**src/rtl/gpio_irq_router_pkg.sv**
```systemverilog
package gpio_irq_router_pkg;

   localparam int NUM_BANKS = 3;

   typedef enum logic [1:0] {
      BANK_LOW  = 2'd0,
      BANK_MID  = 2'd1,
      BANK_HIGH = 2'd2
   } bank_id_e;

   function automatic int excl_width(input int cfg_w, input int b0, input int b1);
      return cfg_w + (b1 - (cfg_w - b0));
   endfunction

endpackage

```
**src/rtl/gpio_irq_cfg_reg.sv**
```systemverilog
module gpio_irq_cfg_reg #(
   parameter int W = 32
) (
   input  logic         clk,
   input  logic         rst_n,
   input  logic         we,
   input  logic [W-1:0] wdata,
   output logic [W-1:0] q
);

   always_ff @(posedge clk or negedge rst_n) begin
      if (!rst_n) begin
         q <= '0;
      end else if (we) begin
         q <= wdata;
      end
   end

endmodule

```
**src/rtl/gpio_irq_lane_mux.sv**
```systemverilog
module gpio_irq_lane_mux #(
   parameter int W   = 32,
   parameter int B0  = 14,
   localparam int B1M = W - B0
) (
   input  logic [W-1:0]   cfg,
   input  logic [B0-1:0]  b0,
   input  logic [B1M-1:0] b1m,
   input  logic [W-1:0]   b2,
   output logic [W-1:0]   lane,
   output logic [B0-1:0]  spill0,
   output logic [B1M-1:0] spill1,
   output logic [W-1:0]   spill2
);

   for (genvar i = 0; i < W; i++) begin : g_lane
      logic low_src;
      if (i < B0) begin : g_from_b0
         assign low_src   = b0[i];
         assign spill0[i] = b0[i] & cfg[i];
      end else begin : g_from_b1
         assign low_src       = b1m[i-B0];
         assign spill1[i-B0]  = b1m[i-B0] & cfg[i];
      end
      assign lane[i]   = cfg[i] ? b2[i] : low_src;
      assign spill2[i] = b2[i] & ~cfg[i];
   end

endmodule

```
**src/rtl/gpio_irq_share_or.sv**
```systemverilog
module gpio_irq_share_or #(
   parameter int W = 8
) (
   input  logic [W-1:0] vec,
   output logic         any
);

   assign any = |vec;

endmodule

```
**src/rtl/gpio_irq_out_reg.sv**
```systemverilog
module gpio_irq_out_reg #(
   parameter int W = 41
) (
   input  logic         clk,
   input  logic         rst_n,
   input  logic [W-1:0] d,
   output logic [W-1:0] q
);

   always_ff @(posedge clk or negedge rst_n) begin
      if (!rst_n) begin
         q <= '0;
      end else begin
         q <= d;
      end
   end

endmodule

```
**src/rtl/gpio_irq_router.sv**
```systemverilog
module gpio_irq_router
   import gpio_irq_router_pkg::*;
#(
   parameter  int B0_PINS  = 14,
   parameter  int B1_PINS  = 24,
   parameter  int B2_PINS  = 32,
   localparam int CFG_W    = B2_PINS,
   localparam int B1_MUXED = CFG_W - B0_PINS,
   localparam int B1_FIXED = B1_PINS - B1_MUXED,
   localparam int EXCL_W   = excl_width(CFG_W, B0_PINS, B1_PINS),
   localparam int OUT_W    = EXCL_W + NUM_BANKS
) (
   input  logic                clk,
   input  logic                rst_n,
   input  logic                cfg_we,
   input  logic [CFG_W-1:0]    cfg_wdata,
   output logic [CFG_W-1:0]    cfg_rdata,
   input  logic [B0_PINS-1:0]  bank0_irq,
   input  logic [B1_PINS-1:0]  bank1_irq,
   input  logic [B2_PINS-1:0]  bank2_irq,
   output logic [EXCL_W-1:0]   excl_irq,
   output logic [NUM_BANKS-1:0] shared_irq
);

   if (B0_PINS < 1 || B0_PINS >= CFG_W) begin : g_bad_b0
      $error("bank 0 must be smaller than the configuration word");
   end
   if (B1_FIXED < 1) begin : g_bad_b1
      $error("bank 1 must cover the muxed lanes and keep at least one fixed pin");
   end
   if (CFG_W > 32) begin : g_bad_cfg
      $error("configuration word is limited to 32 bits");
   end

   logic [CFG_W-1:0]    cfg_q;
   logic [CFG_W-1:0]    lane;
   logic [B0_PINS-1:0]  spill0;
   logic [B1_MUXED-1:0] spill1;
   logic [CFG_W-1:0]    spill2;
   logic [NUM_BANKS-1:0] share_d;
   logic [OUT_W-1:0]    out_d;
   logic [OUT_W-1:0]    out_q;

   gpio_irq_cfg_reg #(.W(CFG_W)) u_cfg (
      .clk   (clk),
      .rst_n (rst_n),
      .we    (cfg_we),
      .wdata (cfg_wdata),
      .q     (cfg_q)
   );

   gpio_irq_lane_mux #(.W(CFG_W), .B0(B0_PINS)) u_lanes (
      .cfg    (cfg_q),
      .b0     (bank0_irq),
      .b1m    (bank1_irq[B1_MUXED-1:0]),
      .b2     (bank2_irq),
      .lane   (lane),
      .spill0 (spill0),
      .spill1 (spill1),
      .spill2 (spill2)
   );

   gpio_irq_share_or #(.W(B0_PINS)) u_share_low (
      .vec (spill0),
      .any (share_d[BANK_LOW])
   );

   gpio_irq_share_or #(.W(B1_MUXED)) u_share_mid (
      .vec (spill1),
      .any (share_d[BANK_MID])
   );

   gpio_irq_share_or #(.W(CFG_W)) u_share_high (
      .vec (spill2),
      .any (share_d[BANK_HIGH])
   );

   assign out_d = {share_d, bank1_irq[B1_PINS-1:B1_MUXED], lane};

   gpio_irq_out_reg #(.W(OUT_W)) u_out (
      .clk   (clk),
      .rst_n (rst_n),
      .d     (out_d),
      .q     (out_q)
   );

   assign excl_irq   = out_q[EXCL_W-1:0];
   assign shared_irq = out_q[OUT_W-1:EXCL_W];
   assign cfg_rdata  = cfg_q;

endmodule

```
**config.mk**
```make
export PLATFORM = sky130hd
export DESIGN_NAME = gpio_irq_router
export DESIGN_NICKNAME = d
export VERILOG_FILES = /design/src/rtl/gpio_irq_router_pkg.sv /design/src/rtl/gpio_irq_cfg_reg.sv /design/src/rtl/gpio_irq_lane_mux.sv /design/src/rtl/gpio_irq_share_or.sv /design/src/rtl/gpio_irq_out_reg.sv /design/src/rtl/gpio_irq_router.sv
export SDC_FILE = /design/constraint.sdc
export NUM_CORES = 1
export LEC_CHECK = 0
export BUFFER_PORTS_ARGS = -buffer_cell sky130_fd_sc_hd__buf_2
export CORE_MARGIN = 1.5
export CORE_UTILIZATION = 43
export DETAILED_ROUTE_END_ITERATION = 10
export PLACE_DENSITY = 0.79
export SLEW_MARGIN = 15
export SYNTH_ARGS = -nofsm -noshare
export SYNTH_HDL_FRONTEND = slang
export SYNTH_SLANG_ARGS = --single-unit
```
**constraint.sdc**
```tcl
create_clock -name clk -period 1.5 [get_ports clk]
set_clock_uncertainty 0.15 [all_clocks]
set_input_delay 0.3 -clock clk [delete_from_list [all_inputs] [get_ports clk]]
set_output_delay 0.3 -clock clk [all_outputs]
set_load 0.1 [all_outputs]
```
; Yosys cells after proc, flatten, opt, wreduce, memory -nomap -nowiden
; Index checks and enable logic that the tools add are counted.
; W data, S select, Z words.
[word_totals]
ff_bits = 73
inputBits = 105
output_inout_bits = 73
word_cells = 133
[classes]
muxes = 32
bitwise_logic = 96
n_reduce_logical = 3
[ops]
columns = cell, n
row1 = $and A1 B1 Y1, 64
row2 = $mux W1, 32
row3 = $not A1 Y1, 32
row4 = $reduce_or A32 Y1, 1
row5 = $reduce_or A18 Y1, 1
row6 = $reduce_or A14 Y1, 1

; Depth between registers and ports, before layout
[depth]
word_depth = 3
depth_mapped = 4
ltp_nobuf = 4

; Cells and area by module
; Synthesis repeated with hierarchy kept, for this count alone.
[hier_totals]
hier_cells = 227
area_unflattened_um2 = 3514.6
[by_module_without_submodules]
columns = module, instances, cells_each, area_each_um2, seq_area_each_um2
row1 = gpio_irq_cfg_reg, 1, 68, 1345.0, 800.8
row2 = gpio_irq_out_reg, 1, 41, 1026.0, 1026.0
row3 = gpio_irq_lane_mux, 1, 96, 1001.0, 0.0
row4 = gpio_irq_share_or (u_share_high), 1, 11, 75.1, 0.0
row5 = gpio_irq_share_or (u_share_mid), 1, 6, 38.8, 0.0
row6 = gpio_irq_share_or (u_share_low), 1, 5, 28.8, 0.0

; Worst setup path before layout
; Ideal clock, no wire load.
[synth_path]
path_type = flip-flop to flip-flop
startpoint = reg u_cfg.q[21]
endpoint = reg u_out.q[39]
setup_ns = 0.137
arrival_time_ns = 1.504
t_required_ns = 1.213
slack_ns = -0.291
path_stages_with_launch = 5
path_buffers = 0
period_less_slack_ns = 1.791
path_cell_list = dfrtp_1 a22o_1 a221oi_2 and3_1 nand4_1
[synth_via]
elab_chain_cells = 2
[synth_lines]
columns = item, line_no
row1 = "start, declared", gpio_irq_cfg_reg.sv:8  ; output logic [W-1:0] q
row2 = "start signal, assigned", gpio_irq_cfg_reg.sv:15  ; q <= wdata;
row3 = $and A1 B1 Y1, gpio_irq_lane_mux.sv:23  ; assign spill1[i-B0] = b1m[i-B0] & cfg[i];
row4 = $reduce_or A18 Y1, gpio_irq_share_or.sv:8  ; assign any = |vec;
row5 = via u_share_mid.any, gpio_irq_share_or.sv:5  ; output logic any
row6 = "end signal, assigned", gpio_irq_out_reg.sv:12  ; q <= '0;
row7 = "end signal, assigned", gpio_irq_out_reg.sv:14  ; q <= d;
row8 = "end, declared", gpio_irq_out_reg.sv:7  ; output logic [W-1:0] q
; The timed path passes the listed nets, and every way through them passes these cells.
; A chain may end at the register's enable or synchronous reset.

; Worst setup path in the final report
[layout_path]
startpoint = reg u_cfg.q[28]
endpoint = out cfg_rdata[28]
[layout_rtl]
columns = item, line_no
row1 = "end, declared", gpio_irq_router.sv:17  ; output logic [CFG_W-1:0] cfg_rdata,
; No word-level cell between the ends.

==> impl_summary.md <==
Detailed routing
For this run, design rule violations remaining after detail routing come to 0. The via total after detailed routing is 2,607. The first TritonRoute pass finished after 4 iterations. After the first detailed-routing iteration, the DRC count stood at 70. After detailed routing, the number of vias per cell comes to 5.04.

In this run the remaining antenna-violating nets after routing total 0. The routed length per instance is 18.2 um. The total wire length after detailed routing is 9.39 mm.

Timing
The ratio of final minimum period to clock period is 100%. The peak clock frequency supported by timing is 663 MHz. The count of final max-slew check failures is 0.

For the pin with the worst max-slew slack, the measured transition is 0.400 ns. The worst slew margin relative to its limit is 73.3%. Setup repair after global routing could not meet its margin everywhere.

The number of hold-slack violations in the final timing report is 0. Across all setup checks in the final design, the least slack found is -0.00732 ns. Subtracting the final worst setup slack from the clock period gives 1.51 ns. Setup violations remaining at the end of the flow were counted as 4.

Yosys
After synthesis the cells add up to 3000 sq um. The register area share after synthesis is 60.9%. The most common cell in the synthesized netlist is dfrtp_1. After synthesis, the most frequently instantiated cells are dfrtp_1, mux2_2, inv_1. When the netlist entered floorplanning its net count stood at 319. The synthesized instance count is 214. A synthesized cell averages 14.0 sq um.

The cell type contributing the most total cell area after synthesis is dfrtp_1. In this run, distinct cell masters in the synthesized netlist total 15. The number of warnings reported in the yosys synthesis log is 0. By area the synthesized netlist is led by dfrtp_1, mux2_2, inv_1. In the synthesized netlist the async set-or-reset flop fraction comes to 100%. The most used flip-flop cell after synthesis is dfrtp_1. The top cell type by area accounts for 60.9% of the synthesized area. The number of enable-type register cells in the synthesized netlist is 0. In this run, synthesis produced a sequential element count of 73.

Global routing
The pin count of the biggest net entering global routing is 74. The via count of the first global-routing pass is 2,818. The all-layer global routing usage is 25.5%. The wire length of the first global-routing pass is 14.2 mm. The number of antenna violations at the first check in global routing is 0. For this run the aggregate overflow at the end of global routing stands at 0.

Layout
The layout overhead on the synthesized area is 80.3%. The storage element area is 1870 sq um. The final cell count without fillers is 517. The combined area of the multi-input logic cells is 1030 sq um.

0 antenna diodes ended up in the layout. The number of filler instances in the final layout is 387. The number of nets in the finished design is 537.

The fraction of final layout cells sized beyond drive strength 1 is 72.8%.

Pwr
The maximum vdd ir drop is 0.983 mV. Overall power consumption after layout is estimated at 7.23 mW. Dividing total power by cell area gives a power density of 1340 nW/um^2. The leakage power is 2.62 nW.

Placed design
The final RePlAce weighted congestion is 0.826. The post-placement worst setup slack is 0.0469 ns. The count of buffers added on input and output ports is 177.

Once placement completed, the tool counted placed cells totaling 481. Detailed placement ended at an HPWL of 6.93 mm.

Hold path
The hold-critical path depth is 2. The start point of the worst hold path is cfg_wdata[17]. For hold timing, the worst endpoint is u_cfg.q[17]$_DFFE_PN0P_. The path class of the lowest-slack min-delay path is input pin to flop.

Clock network
The later pin in the worst-skew pair is clocked with a latency of 0.34 ns. TritonCTS built the clock tree. In this run the clock root is driven by a clkbuf_8. In this run, CTS created clock tree buffers numbering 9. After clock tree synthesis, the clock-pin slew on the worst setup and hold paths is 0.08 ns. Counting every sink on the clock net gives 73. The H-tree was split into 3 levels. The buffer levels on the longest clock path is 2.

Worst setup path
The data arrival time of the worst path is 1.06 ns. The endpoint identified for the worst register-to-register timing path is u_out.q[39]$_DFF_PN0_. The sort of element at the start of the critical path is a flop.

The launching instance or port of the critical path is u_cfg.q[28]$_DFFE_PN0P_. The type of element capturing the critical path is an output pin. By startpoint and endpoint, the worst setup path is classified as flop to output pin. The origin of the critical flop-to-flop path is u_cfg.q[28]$_DFFE_PN0P_. The worst path required time is 1.05 ns. The logic depth of the worst register-to-register path is 5. The maximum fanout count along the critical path is 4. The register-to-register setup slack is 0.02 ns.

Floorplan
The die is 86.5 um wide. The number of rows in the core area is 30. The die height is 86.5 um. The region available for standard cell placement spans 6760 sq um.

The floorplan die area is 7480 sq um. The initial cell density of the core is 44.4%. 178 I/O pins were placed.

Run status
The run finished, with violations left. The final reports fail on setup timing.

Flow run
Across the run, the number of max-cap violations was 0.
-- timing repair --
| action | in CTS | in global routing |
|---|---|---|
| setup buffers | 8 | 6 |
| setup endpoints to repair | 36 | 11 |
| gates resized for setup | 35 | 2 |
| hold buffers | 7 | 0 |
| pin swaps | 0 | 4 |
| endpoints found under the hold margin | 79 | 0 |
-- worst max-delay path, cell delays in order (launching register included) --
cell     delay (ns)
dfrtp_2        0.43
buf_6          0.14
buf_12         0.16
-- state kept, by name, summed over array words and instances (netlist names) --
register,cells
u_cfg.q,32
u_out.q,41
-- cells in the final DEF, fill, tap and decap left out, drive strengths merged --
cell and instances:
clkbuf 11, dfrtp 73, clkinv 1, inv 32
nand2 1, o22ai 16, mux2 64, buf 204
bufinv 4, and3 1, nand4 3, a22o 4
a22oi 7, a221oi 5, nor4 4, dlygate4sd3 7
-- metal layers --
layer	share of wire, %	global-route usage, %
met5	0	0
met1	37	28.8
met4	2.2	10.6
met2	54	45.9
met3	7.0	6.48
-- how the worst max path moves through the flow --
stage	endpoint	cells past startpoint
after floorplan	u_out.q[39]$_DFF_PN0_	4
after CTS	cfg_rdata[11]	2
final	cfg_rdata[28]	2
after detailed placement	u_out.q[38]$_DFF_PN0_	5
after global routing	u_out.q[39]$_DFF_PN0_	5
after global placement	u_out.q[38]$_DFF_PN0_	5
-- power by group --
part	switching (mW)	internal (mW)	total (mW)
sequential	0.201	2.17	2.37
combinational	1.77	0.997	2.76
clock	0.736	1.36	2.10
total	2.70	4.52	7.23
-- cell type report --
cell class,count,area share (%)
flip-flops and latches,73,34.5
repair buffers,211,37.2
inverters,32,2.22
clock inverters,5,2.31
well taps,80,1.85
clock buffers,11,2.80
multi-input cells,105,19.1
-- per-stage QoR --
step | setup TNS (ns) | utilization [%] | area (sq um) | hold WS, ns
finish | -0.0223 | 80.0 | 5410 | 0.0238
floorplan | -0.0638 | - | 3040 | -0.146
global placement | 0 | 71.8 | 4850 | 0.194
detailed placement | 0 | 71.8 | 4850 | 0.199
global route | -0.261 | 80.0 | 5410 | 0.0104
CTS | -0.000670 | 79.2 | 5350 | 0.0161
-- cells by family (layout without fill, tap and decap cells) --
family,after synthesis,in the layout,share of synthesized area [%]
multiplexers,64,64,24.0
AND/OR/NAND/NOR,9,9,1.79
buffers and inverters,36,259,4.92
AO/OA/AOI/OAI,32,32,8.34
flip-flops,73,73,60.9
Note: power is estimated with default switching activity, not from simulation.
